$ cat src/rtl/oberr_pkg.sv
// Shared constants for the outbound error capture unit: register byte
// offsets, attribute-word bit positions and the per-class cause masks.
// Assumes a 32-bit register port and byte offsets that fit in 8 bits.
package oberr_pkg;
    localparam int REG_W = 32;

    localparam logic [7:0] OFS_STATUS   = 8'h00;
    localparam logic [7:0] OFS_DISCARD  = 8'h04;
    localparam logic [7:0] OFS_ENABLE   = 8'h08;
    localparam logic [7:0] OFS_ATTR     = 8'h0C;
    localparam logic [7:0] OFS_MCAUSE   = 8'h10;
    localparam logic [7:0] OFS_CCAUSE   = 8'h14;
    localparam logic [7:0] OFS_CTARGET  = 8'h18;
    localparam logic [7:0] OFS_MADDR_LO = 8'h20;
    localparam logic [7:0] OFS_MADDR_HI = 8'h24;

    localparam int ATTR_CFG_BIT  = 0;
    localparam int ATTR_MEM_BIT  = 1;
    localparam int ATTR_WIDE_BIT = 2;
    localparam int ATTR_WR_BIT   = 4;
    localparam int ATTR_LANE_LO  = 8;

    localparam int CAUSE_W = 7;
    localparam logic [CAUSE_W-1:0] CFG_CAUSE_KEEP = 7'h77;
    localparam logic [CAUSE_W-1:0] MEM_CAUSE_KEEP = 7'h73;

    localparam int EN_CFG_BIT = 0;
    localparam int EN_MEM_BIT = 1;
    localparam int EN_W       = 2;

    typedef enum logic {
        CLS_CFG = 1'b0,
        CLS_MEM = 1'b1
    } err_class_e;
endpackage

$ cat src/rtl/oberr_enable_reg.sv
// Capture-enable register: one bit per error class, written through the
// register port. Assumes the caller has already decoded the offset.
module oberr_enable_reg
    import oberr_pkg::*;
(
    input  logic            clk,
    input  logic            rst_n,
    input  logic            sel_wr,
    input  logic [EN_W-1:0] wdata,
    output logic [EN_W-1:0] en_q
);
    // Holds the per-class enables; cleared by reset.
    always_ff @(posedge clk) begin
        if (!rst_n) begin
            en_q <= '0;
        end else if (sel_wr) begin
            en_q <= wdata;
        end
    end
endmodule

$ cat src/rtl/oberr_record.sv
// Latched error record. It takes a new record when the strobe's class is
// enabled and either nothing is held or a discard arrives in the same
// cycle. Fields of the other class are zeroed, and undefined cause bits
// are masked off. Assumes the strobe is a single-cycle pulse.
module oberr_record
    import oberr_pkg::*;
#(
    parameter int LANES   = 8,
    parameter int MADDR_W = 64
) (
    input  logic               clk,
    input  logic               rst_n,
    input  logic               discard,
    input  logic               strobe,
    input  logic               cls,
    input  logic [EN_W-1:0]    en,
    input  logic               wide,
    input  logic               write,
    input  logic [LANES-1:0]   lanes,
    input  logic [7:0]         bus,
    input  logic [4:0]         dev,
    input  logic [2:0]         fn,
    input  logic [11:0]        regofs,
    input  logic [MADDR_W-1:0] maddr,
    input  logic [CAUSE_W-1:0] cause,
    output logic               valid_q,
    output logic [REG_W-1:0]   attr_q,
    output logic [REG_W-1:0]   ctarget_q,
    output logic [CAUSE_W-1:0] ccause_q,
    output logic [CAUSE_W-1:0] mcause_q,
    output logic [MADDR_W-1:0] maddr_q
);
    logic             is_mem;
    logic             accept;
    logic             take;
    logic [REG_W-1:0] attr_d;
    logic [REG_W-1:0] ctarget_d;

    // Decides whether this cycle's strobe is recorded.
    always_comb begin
        is_mem = (cls == CLS_MEM);
        accept = strobe && (is_mem ? en[EN_MEM_BIT] : en[EN_CFG_BIT]);
        take   = accept && (!valid_q || discard);
    end

    // Builds the attribute word and the packed configuration target.
    always_comb begin
        attr_d = REG_W'(lanes) << ATTR_LANE_LO;
        attr_d[ATTR_CFG_BIT]  = !is_mem;
        attr_d[ATTR_MEM_BIT]  = is_mem;
        attr_d[ATTR_WIDE_BIT] = wide;
        attr_d[ATTR_WR_BIT]   = write;
        ctarget_d = {4'b0, bus, dev, fn, regofs};
    end

    // Record storage: capture beats discard, discard empties it.
    always_ff @(posedge clk) begin
        if (!rst_n) begin
            valid_q   <= 1'b0;
            attr_q    <= '0;
            ctarget_q <= '0;
            ccause_q  <= '0;
            mcause_q  <= '0;
            maddr_q   <= '0;
        end else if (take) begin
            valid_q   <= 1'b1;
            attr_q    <= attr_d;
            ctarget_q <= is_mem ? '0 : ctarget_d;
            ccause_q  <= is_mem ? '0 : (cause & CFG_CAUSE_KEEP);
            mcause_q  <= is_mem ? (cause & MEM_CAUSE_KEEP) : '0;
            maddr_q   <= is_mem ? maddr : '0;
        end else if (discard) begin
            valid_q   <= 1'b0;
            attr_q    <= '0;
            ctarget_q <= '0;
            ccause_q  <= '0;
            mcause_q  <= '0;
            maddr_q   <= '0;
        end
    end
endmodule

$ cat src/rtl/oberr_rdmux.sv
// Combinational register read decoder. Unmapped, unaligned and
// write-only offsets return zero. Assumes ADDR_W >= 8.
module oberr_rdmux
    import oberr_pkg::*;
#(
    parameter int ADDR_W = 8
) (
    input  logic [ADDR_W-1:0]  addr,
    input  logic               valid,
    input  logic [EN_W-1:0]    en,
    input  logic [REG_W-1:0]   attr,
    input  logic [REG_W-1:0]   ctarget,
    input  logic [CAUSE_W-1:0] ccause,
    input  logic [CAUSE_W-1:0] mcause,
    input  logic [63:0]        maddr,
    output logic [REG_W-1:0]   rdata
);
    // Selects the register addressed by the port.
    always_comb begin
        rdata = '0;
        case (addr)
            ADDR_W'(OFS_STATUS):   rdata = REG_W'(valid);
            ADDR_W'(OFS_ENABLE):   rdata = REG_W'(en);
            ADDR_W'(OFS_ATTR):     rdata = attr;
            ADDR_W'(OFS_MCAUSE):   rdata = REG_W'(mcause);
            ADDR_W'(OFS_CCAUSE):   rdata = REG_W'(ccause);
            ADDR_W'(OFS_CTARGET):  rdata = ctarget;
            ADDR_W'(OFS_MADDR_LO): rdata = maddr[31:0];
            ADDR_W'(OFS_MADDR_HI): rdata = maddr[63:32];
            default:               rdata = '0;
        endcase
    end
endmodule

$ cat src/rtl/oberr_capture.sv
// Outbound access error capture unit (top). It latches the first enabled
// failed access and exposes it through a 32-bit register port until
// software discards it. Assumes MADDR_W <= 64, LANES <= 24 and ADDR_W >= 8.
module oberr_capture
    import oberr_pkg::*;
#(
    parameter int ADDR_W  = 8,
    parameter int LANES   = 8,
    parameter int MADDR_W = 64
) (
    input  logic               clk,
    input  logic               rst_n,
    input  logic               err_strobe,
    input  logic               err_class,
    input  logic               err_wide,
    input  logic               err_write,
    input  logic [LANES-1:0]   err_lanes,
    input  logic [7:0]         err_bus,
    input  logic [4:0]         err_dev,
    input  logic [2:0]         err_fn,
    input  logic [11:0]        err_reg,
    input  logic [MADDR_W-1:0] err_maddr,
    input  logic [CAUSE_W-1:0] err_cause,
    input  logic               reg_wr,
    input  logic [ADDR_W-1:0]  reg_addr,
    input  logic [REG_W-1:0]   reg_wdata,
    output logic [REG_W-1:0]   reg_rdata,
    output logic               err_pending
);
    localparam int MADDR_PAD = 64;

    logic               en_wr;
    logic               discard;
    logic [EN_W-1:0]    enable_q;
    logic               rec_valid;
    logic [REG_W-1:0]   rec_attr;
    logic [REG_W-1:0]   rec_ctarget;
    logic [CAUSE_W-1:0] rec_ccause;
    logic [CAUSE_W-1:0] rec_mcause;
    logic [MADDR_W-1:0] rec_maddr;
    logic [63:0]        maddr_ext;
    logic               unused_wdata;

    // Decodes the register writes that have a side effect.
    always_comb begin
        en_wr        = reg_wr && (reg_addr == ADDR_W'(OFS_ENABLE));
        discard      = reg_wr && (reg_addr == ADDR_W'(OFS_DISCARD)) && reg_wdata[0];
        maddr_ext    = MADDR_PAD'(rec_maddr);
        unused_wdata = ^reg_wdata[REG_W-1:EN_W];
    end

    oberr_enable_reg u_enable (
        .clk    (clk),
        .rst_n  (rst_n),
        .sel_wr (en_wr),
        .wdata  (reg_wdata[EN_W-1:0]),
        .en_q   (enable_q)
    );

    oberr_record #(
        .LANES   (LANES),
        .MADDR_W (MADDR_W)
    ) u_record (
        .clk       (clk),
        .rst_n     (rst_n),
        .discard   (discard),
        .strobe    (err_strobe),
        .cls       (err_class),
        .en        (enable_q),
        .wide      (err_wide),
        .write     (err_write),
        .lanes     (err_lanes),
        .bus       (err_bus),
        .dev       (err_dev),
        .fn        (err_fn),
        .regofs    (err_reg),
        .maddr     (err_maddr),
        .cause     (err_cause),
        .valid_q   (rec_valid),
        .attr_q    (rec_attr),
        .ctarget_q (rec_ctarget),
        .ccause_q  (rec_ccause),
        .mcause_q  (rec_mcause),
        .maddr_q   (rec_maddr)
    );

    oberr_rdmux #(
        .ADDR_W (ADDR_W)
    ) u_rdmux (
        .addr    (reg_addr),
        .valid   (rec_valid),
        .en      (enable_q),
        .attr    (rec_attr),
        .ctarget (rec_ctarget),
        .ccause  (rec_ccause),
        .mcause  (rec_mcause),
        .maddr   (maddr_ext),
        .rdata   (reg_rdata)
    );

    assign err_pending = rec_valid;
endmodule

$ cat config.mk
export PLATFORM = sky130hd
export DESIGN_NAME = oberr_capture
export DESIGN_NICKNAME = d
export VERILOG_FILES = /design/src/rtl/oberr_pkg.sv /design/src/rtl/oberr_enable_reg.sv /design/src/rtl/oberr_record.sv /design/src/rtl/oberr_rdmux.sv /design/src/rtl/oberr_capture.sv
export SDC_FILE = /design/constraint.sdc
export NUM_CORES = 1
export LEC_CHECK = 0
export BUFFER_PORTS_ARGS = -buffer_cell sky130_fd_sc_hd__buf_2
export CAP_MARGIN = 10
export CORE_UTILIZATION = 45
export CTS_CLUSTER_SIZE = 12
export DETAILED_ROUTE_END_ITERATION = 6
export PLACE_DENSITY = 0.75
export SYNTH_ARGS = -nofsm -noshare
export SYNTH_HDL_FRONTEND = slang
export SYNTH_SLANG_ARGS = --single-unit
$ cat constraint.sdc
create_clock -name clk -period 2.3 [get_ports clk]
set_clock_uncertainty 0.15 [all_clocks]
set_input_delay 0 -clock clk [delete_from_list [all_inputs] [get_ports clk]]
set_output_delay 0 -clock clk [all_outputs]
set_load 0.005 [all_outputs]
== After elaboration in Yosys (flattened, before gate mapping) ==
Index checks and enable logic that the tools add are counted.
Operators by class
  eq/ne operators: 8
  multiplexer cells: 17
  reduce and logical (&&, ||, !) cells: 10
Operator list (number)
  32-bit one-hot mux with 8 select lines: 1
  64-bit two-way mux: 3
  32-bit two-way mux: 2
  7-bit two-way mux: 5
  16-bit two-way mux: 2
  28-bit two-way mux: 1
  8-bit by 5-bit == test with 1-bit output (second input constant): 3
  8-bit by 4-bit == test with 1-bit output (second input constant): 2
  8-bit by 6-bit == test with 1-bit output (second input constant): 2
  8-bit by 3-bit == test with 1-bit output (second input constant): 1
  8-bit logical NOT: 1
  1-bit logical AND: 5
  1-bit two-way mux: 3
  1-bit logical NOT: 2
  2-bit nonzero test: 1
  1-bit logical OR: 1
Word-level totals
  bits in registers: 125
  output and inout bits: 33
  word-level logic and storage cells: 42

== Logic depth before layout (Yosys ltp) ==
  word-level depth: 6
  gate-level depth with buffers: 7

== Cells and area by module ==
From an unflattened synthesis, not the netlist that was laid out.
Second synthesis, totals
  cells, all modules: 488
  area total of the unflattened synthesis: 5143.7 um^2
By module, submodules not included
  oberr_record: times used 1, cells each 326, area each 3921.3 um^2, seq. area each 2322.2 um^2
  oberr_rdmux: times used 1, cells each 151, area each 1102.3 um^2, seq. area each 0.0 um^2
  oberr_enable_reg: times used 1, cells each 6, area each 72.6 um^2, seq. area each 40.0 um^2
  oberr_capture: times used 1, cells each 5, area each 47.5 um^2, seq. area each 0.0 um^2

== Worst setup path before layout ==
Ideal clock, no wire load.
  path type: input -> register
  start point: input port reg_addr[3]
  end point: register u_record.maddr_q[33]
  setup time: 117 ps
  arrival time: 1574 ps
  setup slack: 459 ps
  stages on the path: 7
  buffers on the path: 3
  cells stage by stage: or4b_4 > or3_1 > o211a_1 > buf_6 > buf_6 > buf_6 > a22o_1
Between the ends
  longest elaborated chain between the ends: 6
RTL lines
  from (decl): line oberr_capture.sv:25  | input logic [ADDR_W-1:0] reg_addr,
  8-bit by 3-bit == test with 1-bit output *: line oberr_capture.sv:47  | discard = reg_wr && (reg_addr == ADDR_W'(OFS_DISCARD)) && reg_wdata[0];
  1-bit logical AND * (2 in a row): line oberr_capture.sv:47
  1-bit logical OR: line oberr_record.sv:43  | take = accept && (!valid_q || discard);
  1-bit logical AND: line oberr_record.sv:43
  64-bit two-way mux / 2-bit nonzero test (equally long branches)
  to (signal assigned): line oberr_record.sv:71  | maddr_q <= is_mem ? maddr : '0;
  to (decl): line oberr_record.sv:31  | output logic [MADDR_W-1:0] maddr_q
Mark *: on every way between the ends. The rest lies on a longest branch, timed or not.
A chain may end at the register's enable or synchronous reset.

== Final worst setup path ==
  start point: register u_record.valid_q
  end point: output port reg_rdata[0]
Between the ends
  longest elaborated chain between the ends: 1
RTL lines
  from (decl): line oberr_record.sv:26  | output logic valid_q,
  from (signal assigned): line oberr_record.sv:59  | valid_q <= 1'b0;
  from (signal assigned): line oberr_record.sv:66  | valid_q <= 1'b1;
  from (signal assigned): line oberr_record.sv:73  | valid_q <= 1'b0;
  32-bit one-hot mux with 8 select lines: line oberr_rdmux.sv:21  | case (addr)
  to (decl): line oberr_capture.sv:27  | output logic [REG_W-1:0] reg_rdata,
Every way passes these cells.

==> summary.txt <==
Detailed routing
  – Drt total wl: 15.97 mm
  – Post-route DRC: 3
  – Via density: 5.666
  – Wire per inst: roughly 19 um
  – Iter 0 DRT Violations: about 330
  – Final ANT Viol Nets: 0
  – Pre-antenna DRT Iters: 7
  – Via count: 4799

Critical path
  – Reg-to-reg setup timing slack: 0.31 ns
  – Critical Path AT: about 2.0 ns
  – CP Class: reg2out
  – Crit end category: output pin
  – Startpoint types: flip-flop
  – Required @ worst endpoint: approximately 2.2 ns
  – Worst-path maximum fanout: 5

Global routing
  – First-pass GRT wire length: ~25 mm
  – Initial antenna violation count: 0
  – Largest net degree at the start of global routing: 79
  – GRT Resource Usage Total: ~30%
  – Vias in the first global route: ~5100
  – Congestion Overflow GR: 0

Floorplan
  – Die Ht: approximately 100 um
  – IO Count: roughly 190
  – Die width: between 100 and 150 um
  – Die ar.: around 0.011 mm^2
  – Core Footprint: 0.009955 mm^2
  – Initial core utilization: approximately 47%
  – # rows: 36

STA
  – Slew Viols, Final: 0
  – Unrepaired setup endpoints after global routing: no
  – Fin crit period: approximately 2.1 ns
  – Tightest Pin Transition: around 0.61 ns
  – Finish-stage setup viols: 0
  – Relative slew slack: roughly three fifths
  – Fin. Hold Viols: 0
  – Fin crit share: 91.87%
  – Final WS setup: 0.1869 ns
  – TNS Setup: 0 ns
  – F_max: ~0.47 GHz

Clock tree
  – CTS Buf Count: 17
  – Worst-Skew Late Latency: 0.50 ns
  – Clock slew at reported path FFs: around 0.060 ns
  – CTS Buffer Depth: 2
  – CTS H-Tree Depth: 4
  – Post-CTS Setup Inserts: 0
  – CTS tree: yes
  – Root Buffer: clkbuf_8
  – Clock sinks: around 120

Run status
  – Outcome: complete, but fails checks
  – Failing checks: DRC

Hold path
  – Min-delay worst type: in2reg

Pwr
  – Net Sw Power: about 1100 uW
  – Comb pwr share: 7.4%
  – Worst vdd ir: between 0.6 and 0.7 mV
  – Flop pwr share: between 30% and 40%
  – P_leak: ~0.0033 uW
  – Switching Fraction: 21.04%
  – P_int: a little over 4000 uW
  – Clk network pwr share: between 50 and 60%
  – PwrDens: 698.6 mW/mm^2

Finish
  – Nets: approximately 860
  – Fill cell total of the finished layout: 645
  – Antenna diodes: 0
  – Area Overhead vs Synth: 57.67%
  – Share of cells above drive strength 1: between 30% and 40%

Yosys
  – Yosys top cell area share: 50.27%
  – Post-synthesis cell type count: between 40 and 50
  – Count of flip-flops with a built-in enable after synthesis: 0
  – Seq/Total Area, Yosys: between 50% and 60%
  – Synth area leader: dfxtp_1
  – Synth area leaders: dfxtp_1 50%, a22o_1 20%, mux2i_1 4.5%, buf_6 3.6%, nand2_1 2.9%
  – Syn nets: between 500 and 600
  – Syn Area/Cell: 11.11 um^2
  – Post-Syn Area: ~0.0047 mm^2
  – Synthesized instance count: between 400 and 500
  – Async set-reset flop share out of synthesis: 0%
  – Synthesized flop and latch total: 118
  – Top FF cell, synth: dfxtp_1
  – Yosys warning count: 0
  – Top cells by count, synth: 118 x dfxtp_1, 109 x a22o_1, 36 x nand2_1, 21 x mux2i_1, 15 x buf_6
  – Count leader, synth: dfxtp_1

Placed design
  – Port buffer count: around 160
  – Placer congestion estimate: about 0.86
  – Post-DP HPWL: approximately 8.7 mm
  – Pre-CTS setup slack: about 0.19 ns

Flow run
  – Max-Cap Viols: 0
-- final timing paths --
check,endpoint,startpoint,depth (start not counted)
hold reg to reg,u_record.attr_q[1],u_record.attr_q[1],1
hold / removal,u_record.mcause_q[1],reg_addr[3],5
setup / recovery,reg_rdata[0],u_record.valid_q,5
setup reg to reg,u_record.maddr_q[1],u_enable.en_q[0],5
-- critical path: stages, from the launching register on --
cell,delay (ns)
dfxtp_1,0.45
mux2i_1,0.13
nor2_1,0.11
a21oi_1,0.05
o311ai_0,0.51
buf_2,0.21
-- cells in the final DEF (no fill, tap or decap), types with 5 or more instances in the layout --
cell type,n
buf_2,155
nor2_1,14
o21ai_0,10
a22o_1,109
dfxtp_1,118
a221o_1,12
dlygate4sd3_1,121
nand2_1,36
a22oi_1,10
buf_4,15
mux2i_1,21
clkbuf_16,16
o2bb2ai_1,6
a32o_1,5
-- per-layer routing --
metal	part of all wire, %	vias to the layer above	track usage, %
li1	-	2200	-
met1	38	2319	31.47
met2	52	226	53.38
met3	6.4	54	7.832
met4	3.9	0	18.27
met5	0	-	0
-- cell families (layout without fill, tap and decap cells) --
kind of cell	Yosys count	count (layout)	synth area share [%]
buffers and inverters	37	328	5.618
AOI/OAI and AO/OA	164	164	29.82
and+or+nand+nor	80	80	9.106
muxes	24	24	5.192
DFF	118	118	50.27
-- final cells by class --
cell class | instances | area (um^2) | share of cell area (%)
multi-input combinational | 268 | 2093 | 28.25
clock inverter | 13 | 178.9 | 2.415
tap | 133 | 166.4 | 2.246
sequential | 118 | 2362 | 31.88
clock buffer | 19 | 441.7 | 5.961
inverter | 2 | 7.507 | 0.1013
timing repair buffer | 294 | 2160 | 29.15
-- registers in the layout (all words and copies together) (netlist names) --
signal / flops
u_record.maddr_q: 64
u_record.ctarget_q: 28
u_record.attr_q: 12
u_record.ccause_q: 6
u_record.mcause_q: 5
u_enable.en_q: 2
u_record.valid_q: 1
-- what timing repair did --
item	4_1_cts	5_1_grt
hold endpoints to repair	117	0
hold buffers	121	0
setup endpoints to repair	0	1
resized for setup	0	1
-- through the flow --
| step | std cells | instance area [um^2] | util [%] | power (uW) | hold WS, ns |
|---|---|---|---|---|---|
| 2_1_floorplan | 423 | 4700 | - | 2175 | -0.02452 |
| 3_3_place_gp | 694 | 5572 | 55.97 | 2298 | 0.06184 |
| 4_1_cts | 847 | 7403 | 74.37 | 5190 | 0.04672 |
| 5_1_grt | 847 | 7410 | 74.43 | 5345 | 0.07400 |
| 6_report | 847 | 7410 | 74.43 | 5176 | 0.08663 |
| 3_5_place_dp | 694 | 5572 | 55.97 | 2304 | 0.06353 |
-- power by group through the flow --
stage | combinational [uW] | clock (uW) | sequential [uW]
floorplan | 85.1 | 0 | 2090
global placement | 209 | 0 | 2090
detailed placement | 214 | 0 | 2090
CTS | 368 | 2780 | 2050
global route | 406 | 2890 | 2040
finish | 384 | 2750 | 2050
No activity file was read; power rests on OpenSTA's default activity.
